## src/rtl/pdl_pkg.sv

```systemverilog
package pdl_pkg;

  // Source chosen for the effective control word, in priority order.
  typedef enum logic [1:0] {
    SRC_INPUT = 2'd0,
    SRC_HELD  = 2'd1,
    SRC_MAX   = 2'd2,
    SRC_MIN   = 2'd3
  } word_src_e;

  // Length of cascade stage idx; stage 0 carries the heaviest weight.
  function automatic int stage_len(input int idx, input int code_w);
    return 1 << (code_w - 1 - idx);
  endfunction

endpackage

```

## src/rtl/pdl_ctrl.sv

```systemverilog
module pdl_ctrl #(
  parameter int CODE_W = 10
) (
  input  logic              clk,
  input  logic              rst,
  input  logic [CODE_W-1:0] code_in,
  input  logic              code_hold,
  input  logic              force_min,
  input  logic              force_max,
  output logic [CODE_W-1:0] word,
  output logic [CODE_W-1:0] stored
);
  import pdl_pkg::*;

  word_src_e src;

  always_comb begin
    if (force_min)      src = SRC_MIN;
    else if (force_max) src = SRC_MAX;
    else if (code_hold) src = SRC_HELD;
    else                src = SRC_INPUT;
  end

  always_ff @(posedge clk) begin
    if (rst || force_min) stored <= '0;
    else if (!code_hold)  stored <= code_in;
  end

  always_comb begin
    unique case (src)
      SRC_MIN:  word = '0;
      SRC_MAX:  word = '1;
      SRC_HELD: word = stored;
      default:  word = code_in;
    endcase
  end

endmodule

```

## src/rtl/pdl_stage.sv

```systemverilog
module pdl_stage #(
  parameter int LEN = 1
) (
  input  logic clk,
  input  logic rst,
  input  logic din,
  input  logic insert,
  output logic dout
);
  logic [LEN-1:0] sr;

  generate
    if (LEN == 1) begin : g_single
      always_ff @(posedge clk) begin
        if (rst) sr <= '0;
        else     sr <= din;
      end
    end else begin : g_chain
      always_ff @(posedge clk) begin
        if (rst) sr <= '0;
        else     sr <= {sr[LEN-2:0], din};
      end
    end
  endgenerate

  assign dout = insert ? sr[LEN-1] : din;

endmodule

```

## src/rtl/pdl_delay_line.sv

```systemverilog
module pdl_delay_line #(
  parameter int CODE_W    = 10,
  parameter int FIXED_LEN = 2
) (
  input  logic              clk,
  input  logic              rst,
  input  logic              sample_in,
  input  logic [CODE_W-1:0] code_in,
  input  logic              code_hold,
  input  logic              force_min,
  input  logic              force_max,
  input  logic              out_en_n,
  output logic              sample_out
);
  logic [CODE_W-1:0] ctrl_word;
  logic [CODE_W-1:0] ctrl_store;
  logic [CODE_W:0]   tap;
  logic              fixed_out;

  pdl_ctrl #(.CODE_W(CODE_W)) u_ctrl (
    .clk       (clk),
    .rst       (rst),
    .code_in   (code_in),
    .code_hold (code_hold),
    .force_min (force_min),
    .force_max (force_max),
    .word      (ctrl_word),
    .stored    (ctrl_store)
  );

  assign tap[0] = sample_in;

  // Heaviest stage first; stage i is selected by word bit CODE_W-1-i.
  generate
    for (genvar i = 0; i < CODE_W; i++) begin : g_cascade
      localparam int LEN = pdl_pkg::stage_len(i, CODE_W);
      pdl_stage #(.LEN(LEN)) u_stage (
        .clk    (clk),
        .rst    (rst),
        .din    (tap[i]),
        .insert (ctrl_word[CODE_W-1-i]),
        .dout   (tap[i+1])
      );
    end
  endgenerate

  pdl_stage #(.LEN(FIXED_LEN)) u_fixed (
    .clk    (clk),
    .rst    (rst),
    .din    (tap[CODE_W]),
    .insert (1'b1),
    .dout   (fixed_out)
  );

  assign sample_out = out_en_n ? 1'b0 : fixed_out;

endmodule

```

## config.mk

```make
export PLATFORM = sky130hd
export DESIGN_NAME = pdl_delay_line
export DESIGN_NICKNAME = d
export VERILOG_FILES = /design/src/rtl/pdl_pkg.sv /design/src/rtl/pdl_ctrl.sv /design/src/rtl/pdl_stage.sv /design/src/rtl/pdl_delay_line.sv
export SDC_FILE = /design/constraint.sdc
export NUM_CORES = 1
export LEC_CHECK = 0
export BUFFER_PORTS_ARGS = -buffer_cell sky130_fd_sc_hd__buf_2
export CAP_MARGIN = 20
export CORE_MARGIN = 2
export CORE_UTILIZATION = 60
export CTS_CLUSTER_SIZE = 16
export DETAILED_ROUTE_END_ITERATION = 8
export PLACE_DENSITY = 0.76
export SLEW_MARGIN = 10
export SYNTH_ARGS = -nofsm -noshare
export SYNTH_HDL_FRONTEND = slang
export SYNTH_SLANG_ARGS = --single-unit
```

## constraint.sdc

```tcl
create_clock -name clk -period 1.8 [get_ports clk]
set_clock_uncertainty 0.05 [all_clocks]
set_input_delay 0.18 -clock clk [delete_from_list [all_inputs] [get_ports clk]]
set_output_delay 0.18 -clock clk [all_outputs]
set_load 0.02 [all_outputs]
```

Yosys cells after proc, flatten, opt, wreduce, memory -nomap -nowiden
Cells that the tools add are included.
W data, S select, Z words.
{ "totals": {"wordCells": 31, "in_bits": 17, "reg_bits": 1035, "out_inout_bits": 1} }
{ "op_classes": {"n_eq_ne": 3, "muxes": 15, "reduce_logical": 1} }
{ "op_table": {"columns": ["cell", "n"], "rows": [
  ["$pmux W10 S3", 1],
  ["$mux W1", 12],
  ["$eq A2 B2 Y1 const B", 2],
  ["$mux W2", 2],
  ["$eq A2 B1 Y1 const B", 1],
  ["$logic_or A1 B1 Y1", 1]
]} }

Longest topological paths before layout
{ "logic_depth": {"ltp_word": 15, "depth_mapped": 7} }

By module
A second synthesis with hierarchy kept.
{ "unflattened": {"hier_cells": 2218, "hier_area_um2": 28325.9} }
{ "by_module_without_submodules": {"columns": ["mod", "cells_per_inst", "n_inst", "area_per_inst_um2"], "rows": [
  ["pdl_stage at g_cascade[0].u_stage", 1082, 1, 13741.9],
  ["pdl_stage at g_cascade[1].u_stage", 541, 1, 6875.3],
  ["pdl_stage at g_cascade[2].u_stage", 271, 1, 3472.1],
  ["pdl_stage at g_cascade[3].u_stage", 136, 1, 1929.4],
  ["pdl_stage at g_cascade[4].u_stage", 68, 1, 874.6],
  ["pdl_stage at g_cascade[5].u_stage", 34, 1, 475.5],
  ["pdl_ctrl", 45, 1, 417.9],
  ["pdl_stage at g_cascade[6].u_stage", 17, 1, 225.2],
  ["pdl_stage at g_cascade[8].u_stage ...", 5, 2, 67.6],
  ["pdl_stage at g_cascade[7].u_stage", 9, 1, 120.1],
  ["pdl_stage at g_cascade[9].u_stage", 3, 1, 41.3],
  ["pdl_delay_line", 2, 1, 17.5]
]} }

Least setup slack after synthesis
No wires, ideal clock.
{ "synth_path": {"path_kind": "input to register", "from": "input code_hold", "to": "register g_cascade[3].u_stage.sr[0]", "setup_time_ps": 134, "t_required_ps": 1616, "path_stages": 6, "path_buffers": 1, "path_slack_ps": 240, "t_arrival_ps": 1376, "cell_sequence": "buf_6 -> mux2_4 -> or4_1 -> o21a_1 -> o22ai_1 -> a211oi_1"} }
{ "synth_between": {"elab_chain_len": 8, "elab_cells_between_ends": 10} }
{ "synth_lines": {"columns": ["element", "line", "source"], "rows": [
  ["start: declaration", "pdl_delay_line.sv:9", "input logic code_hold,"],
  ["$mux W1 *", "pdl_ctrl.sv:20", "else if (code_hold) src = SRC_HELD;"],
  ["$mux W2 *", "pdl_ctrl.sv:19", "else if (force_max) src = SRC_MAX;"],
  ["$mux W2 *", "pdl_ctrl.sv:18", "if (force_min) src = SRC_MIN;"],
  ["$eq A2 B1 Y1 or $eq A2 B2 Y1 (tied branches)", "pdl_ctrl.sv:30", "unique case (src)"],
  ["$pmux W10 S3 *", "pdl_ctrl.sv:30", null],
  ["$mux W1 (2 in series)", "pdl_stage.sv:26", "assign dout = insert ? sr[LEN-1] : din;"],
  ["$mux W1 *", "pdl_stage.sv:26", null],
  ["end signal: assignment", "pdl_stage.sv:21", "else sr <= {sr[LEN-2:0], din};"],
  ["end: declaration", "pdl_stage.sv:10", "logic [LEN-1:0] sr;"]
]} }
Mark *: on every way between the ends. The rest lies on a longest branch, timed or not.
A chain may end at the register's enable or synchronous reset.

Worst setup path after layout
{ "layout_path": {"from": "register u_ctrl.stored[4]", "to": "register u_fixed.sr[0]"} }
{ "layout_between": {"elab_chain_len": 6} }
{ "layout_lines": {"columns": ["element", "line", "source"], "rows": [
  ["start: declaration", "pdl_ctrl.sv:11", "output logic [CODE_W-1:0] stored"],
  ["start signal: assignment", "pdl_ctrl.sv:26", "else if (!code_hold) stored <= code_in;"],
  ["$pmux W10 S3", "pdl_ctrl.sv:30", null],
  ["$mux W1 (5 in series)", "pdl_stage.sv:26", null],
  ["end signal: assignment", "pdl_stage.sv:21", null],
  ["end: declaration", "pdl_stage.sv:10", null]
]} }
No other way between the ends.

==> key figures <==
Critical path
  – Critical path fanouts, max: 3
  – Critical path data required time: 2.25 ns
  – Critical Path Source: u_ctrl.stored[4]
  – Worst Setup EP: u_fixed.sr[0]
  – Critical Path Stages: 5
  – R2R Setup Slk: 0.18 ns
  – Critical-path cell list: mux2_2 -> nor4b_1 -> o211ai_1 -> nand3b_1 -> o31ai_2
  – Max stage delay on crit path: 0.48 ns
  – Critical path class: register to register
  – Crit. End Element: register
  – CP Launch Type: register
  – Reg-to-Reg Start: u_ctrl.stored[4]
  – Slowest CP cell: nor4b_1
  – Reg2reg end: u_fixed.sr[0]
  – R2r worst-path depth: 5
  – CP top delay family: simple AND/OR/NAND/NOR gates
  – Buffers & Inverters on Critical Path: 0
  – Crit path DAT: 2.06 ns

Yosys
  – EDFF count, synth: 0
  – Async SR Flop Fraction: 0
  – Top_reg_cell synth: dfxtp_1
  – Avg Inst Size Synth: 12.44 um^2
  – Synth top area share: 0.7353
  – Cell accounting for the most synthesized area: dfxtp_1
  – Seq/Total Area, Yosys: 0.7353
  – Ranking of synthesized cells by area: dfxtp_1 74%, nor2b_1 23%, clkbuf_1 1.5%, mux2i_1 0.32%, nor2_1 0.25%
  – Synthesized Nets: 2282
  – #FFs+latches synth: 1035
  – Mapped cell area: 28180 um^2
  – Synth Warn #: 0
  – Post-synthesis cell count: 2265
  – Synth cell types: 37

GRT
  – Initial antenna violation count: 0
  – Overflow after GRT: 0
  – Largest net degree at the start of global routing: 152
  – Via count of the first global-routing pass: 13178
  – All-Layer GR Usage: 0.1535
  – First-pass GRT wire length: 62.34 mm

CTS
  – Clk Tree Root Cell: clkbuf_16
  – CTS tree: yes
  – H-tree depth: 3
  – Cts-stage hold buffer count: 15
  – Post-CTS sizing: 0
  – Post-CTS Setup Bufs: 0
  – CTS sink cnt: 1035
  – Clk Latency, worst-skew pair: 0.61 ns
  – TritonCTS Buffers: 92
  – Maximum clock path buffer count: 3
  – Clock slew at reported path FFs: 0.07 ns

Die
  – I/O pin cnt: 18
  – Height of the die: 220.7 um
  – # rows: 79
  – Core Region: 46460 um^2
  – Full die area: 48710 um^2
  – Die Wd: 220.7 um
  – Initial Util: 0.6065

Timing
  – Final Setup Violations: 0
  – RSZ-0062 raised after global routing: false
  – Crit share post-route: 0.8975
  – Setup ws final: 0.1846 ns
  – Hold Vio Cnt, Final: 0
  – Max Clk Rate: 0.6190 GHz
  – Worst hold margin: 0.03813 ns
  – TNS Setup: 0 ns
  – Min Tclk post-route: 1.615 ns
  – Fin. max-slew vios: 0
  – Worst-Margin Slew: 0.5957 ns
  – Worst slew margin: 0.6029

Drt
  – Post-DRT Antenna Nets: 0
  – Total number of vias: 13276
  – Routed WL: 35.60 mm
  – Wirelength per Cell: 11.98 um
  – Post-DR vias/cell: 4.466
  – DRC Markers: 0
  – Drt first pass iters: 4
  – DRT iter0 DRCs: 759

Layout
  – Fillers: 3208
  – Area growth syn-to-layout: 14.01%
  – Share of layout cells above drive strength 1: 0.08664
  – Diodes inserted: 0
  – Fin nets: 2308
  – Fin util: 0.6915

Place
  – IO buf count: 17
  – Pre-CTS WS: -0.02905 ns
  – RD Place Congestion: 0.8057
  – DP Wirelength: 17.67 mm

Min path
  – Hold WC Path Type: primary input to register

Pwr
  – PwrDens: 1341 nW/um^2
  – Leakage: 12.70 nW
  – Worst vdd ir: 1.176 mV

Outcome
  – Status: finished, final reports clean

Job
  – Max-cap viol count: 0
state kept, by name (all words and copies together), names as in the netlist:
| register | count |
|---|---|
| g_cascade.u_stage.sr | 1023 |
| u_ctrl.stored | 10 |
| u_fixed.sr | 2 |
synth_stat cells, types with 2 or more instances:
| cell type | instances |
|---|---|
| buf_2 | 2 |
| mux2i_1 | 9 |
| clkbuf_1 | 116 |
| nor2_1 | 19 |
| nand2_1 | 8 |
| o31ai_2 | 2 |
| a21oi_1 | 10 |
| nor2b_1 | 1018 |
| a21oi_2 | 3 |
| o21a_1 | 2 |
| o21ai_0 | 2 |
| dfxtp_1 | 1035 |
| nor4b_1 | 3 |
| and2_1 | 3 |
| or2_2 | 2 |
| or3b_2 | 2 |
| or3_1 | 3 |
| o22ai_1 | 3 |
| nand3_1 | 4 |
| buf_6 | 2 |
area by class of cell:
type	instances	area, um^2	area share
clock buffer	132	2715	0.08451
clock inverter	37	396.6	0.01235
multi-input combinational	1108	6983	0.2174
timing repair buffer	52	545.5	0.01698
tap	607	759.5	0.02364
sequential	1035	20720	0.6449
inverter	2	7.507	0.0002337
logic make-up (layout without fill, tap and decap cells):
| kind of cell | Yosys count | count (layout) | share of synthesized area |
|---|---|---|---|
| simple gates | 1067 | 1067 | 0.2351 |
| flops | 1035 | 1035 | 0.7353 |
| buf+inv | 122 | 223 | 0.01687 |
| compound gates | 29 | 29 | 0.007771 |
| mux | 12 | 12 | 0.004929 |
worst min path at each step:
stage,from,to,slack [ns],cells after the start
global route,code_hold,u_ctrl.stored[7],0.04,3
CTS,code_hold,u_ctrl.stored[7],0.0001,3
finish,code_hold,u_ctrl.stored[7],0.04,3
detailed placement,g_cascade[0].u_stage.sr[196],g_cascade[0].u_stage.sr[197],0.37,1
global placement,g_cascade[3].u_stage.sr[60],g_cascade[3].u_stage.sr[61],0.37,1
floorplan,sample_in,g_cascade[0].u_stage.sr[0],0.26,1
where the power goes:
part           internal, W  switching, W  leakage (nW)  total [W]
clock               0.0115       0.00799          1.54     0.0195
sequential          0.0229     0.0000142          8.34     0.0230
combinational     0.000177      0.000444          2.82   0.000621
worst min-delay path: stages:
cell,delay (ns)
buf_2,0.17
mux2i_1,0.18
nor2_1,0.12
routing by layer:
metal / wire, um / track usage
met5: 0 / 0
met4: 943 / 0.05644
met3: 1205 / 0.03684
met2: 14760 / 0.2242
met1: 18690 / 0.2224
placed cells by master, fill, tap and decap left out, drive strengths merged:
master	n
a211oi	1
a21bo	1
a21boi	1
a21oi	13
a31oi	1
and2	3
buf	37
bufinv	7
clkbuf	132
clkinv	23
clkinvlp	4
dfxtp	1035
dlygate4sd3	15
inv	5
mux2	2
mux2i	10
nand2	8
nand3	4
nand3b	1
nor2	19
nor2b	1018
nor3	1
nor3b	1
nor4b	3
o211ai	1
o21a	2
o21ai	2
o22ai	3
o311ai	2
o31ai	2
or2	2
or3	3
or3b	3
or4	1
through the flow:
step / area, um^2 / cells / total power, W
after CTS: 32130 / 2973 / 0.04357
after floorplan: 28180 / 2265 / 0.02391
after detailed placement: 28870 / 2789 / 0.02407
after global placement: 28870 / 2789 / 0.02404
after global routing: 32130 / 2973 / 0.04453
final: 32130 / 2973 / 0.04309
Note: power is estimated with default switching activity, not from simulation.
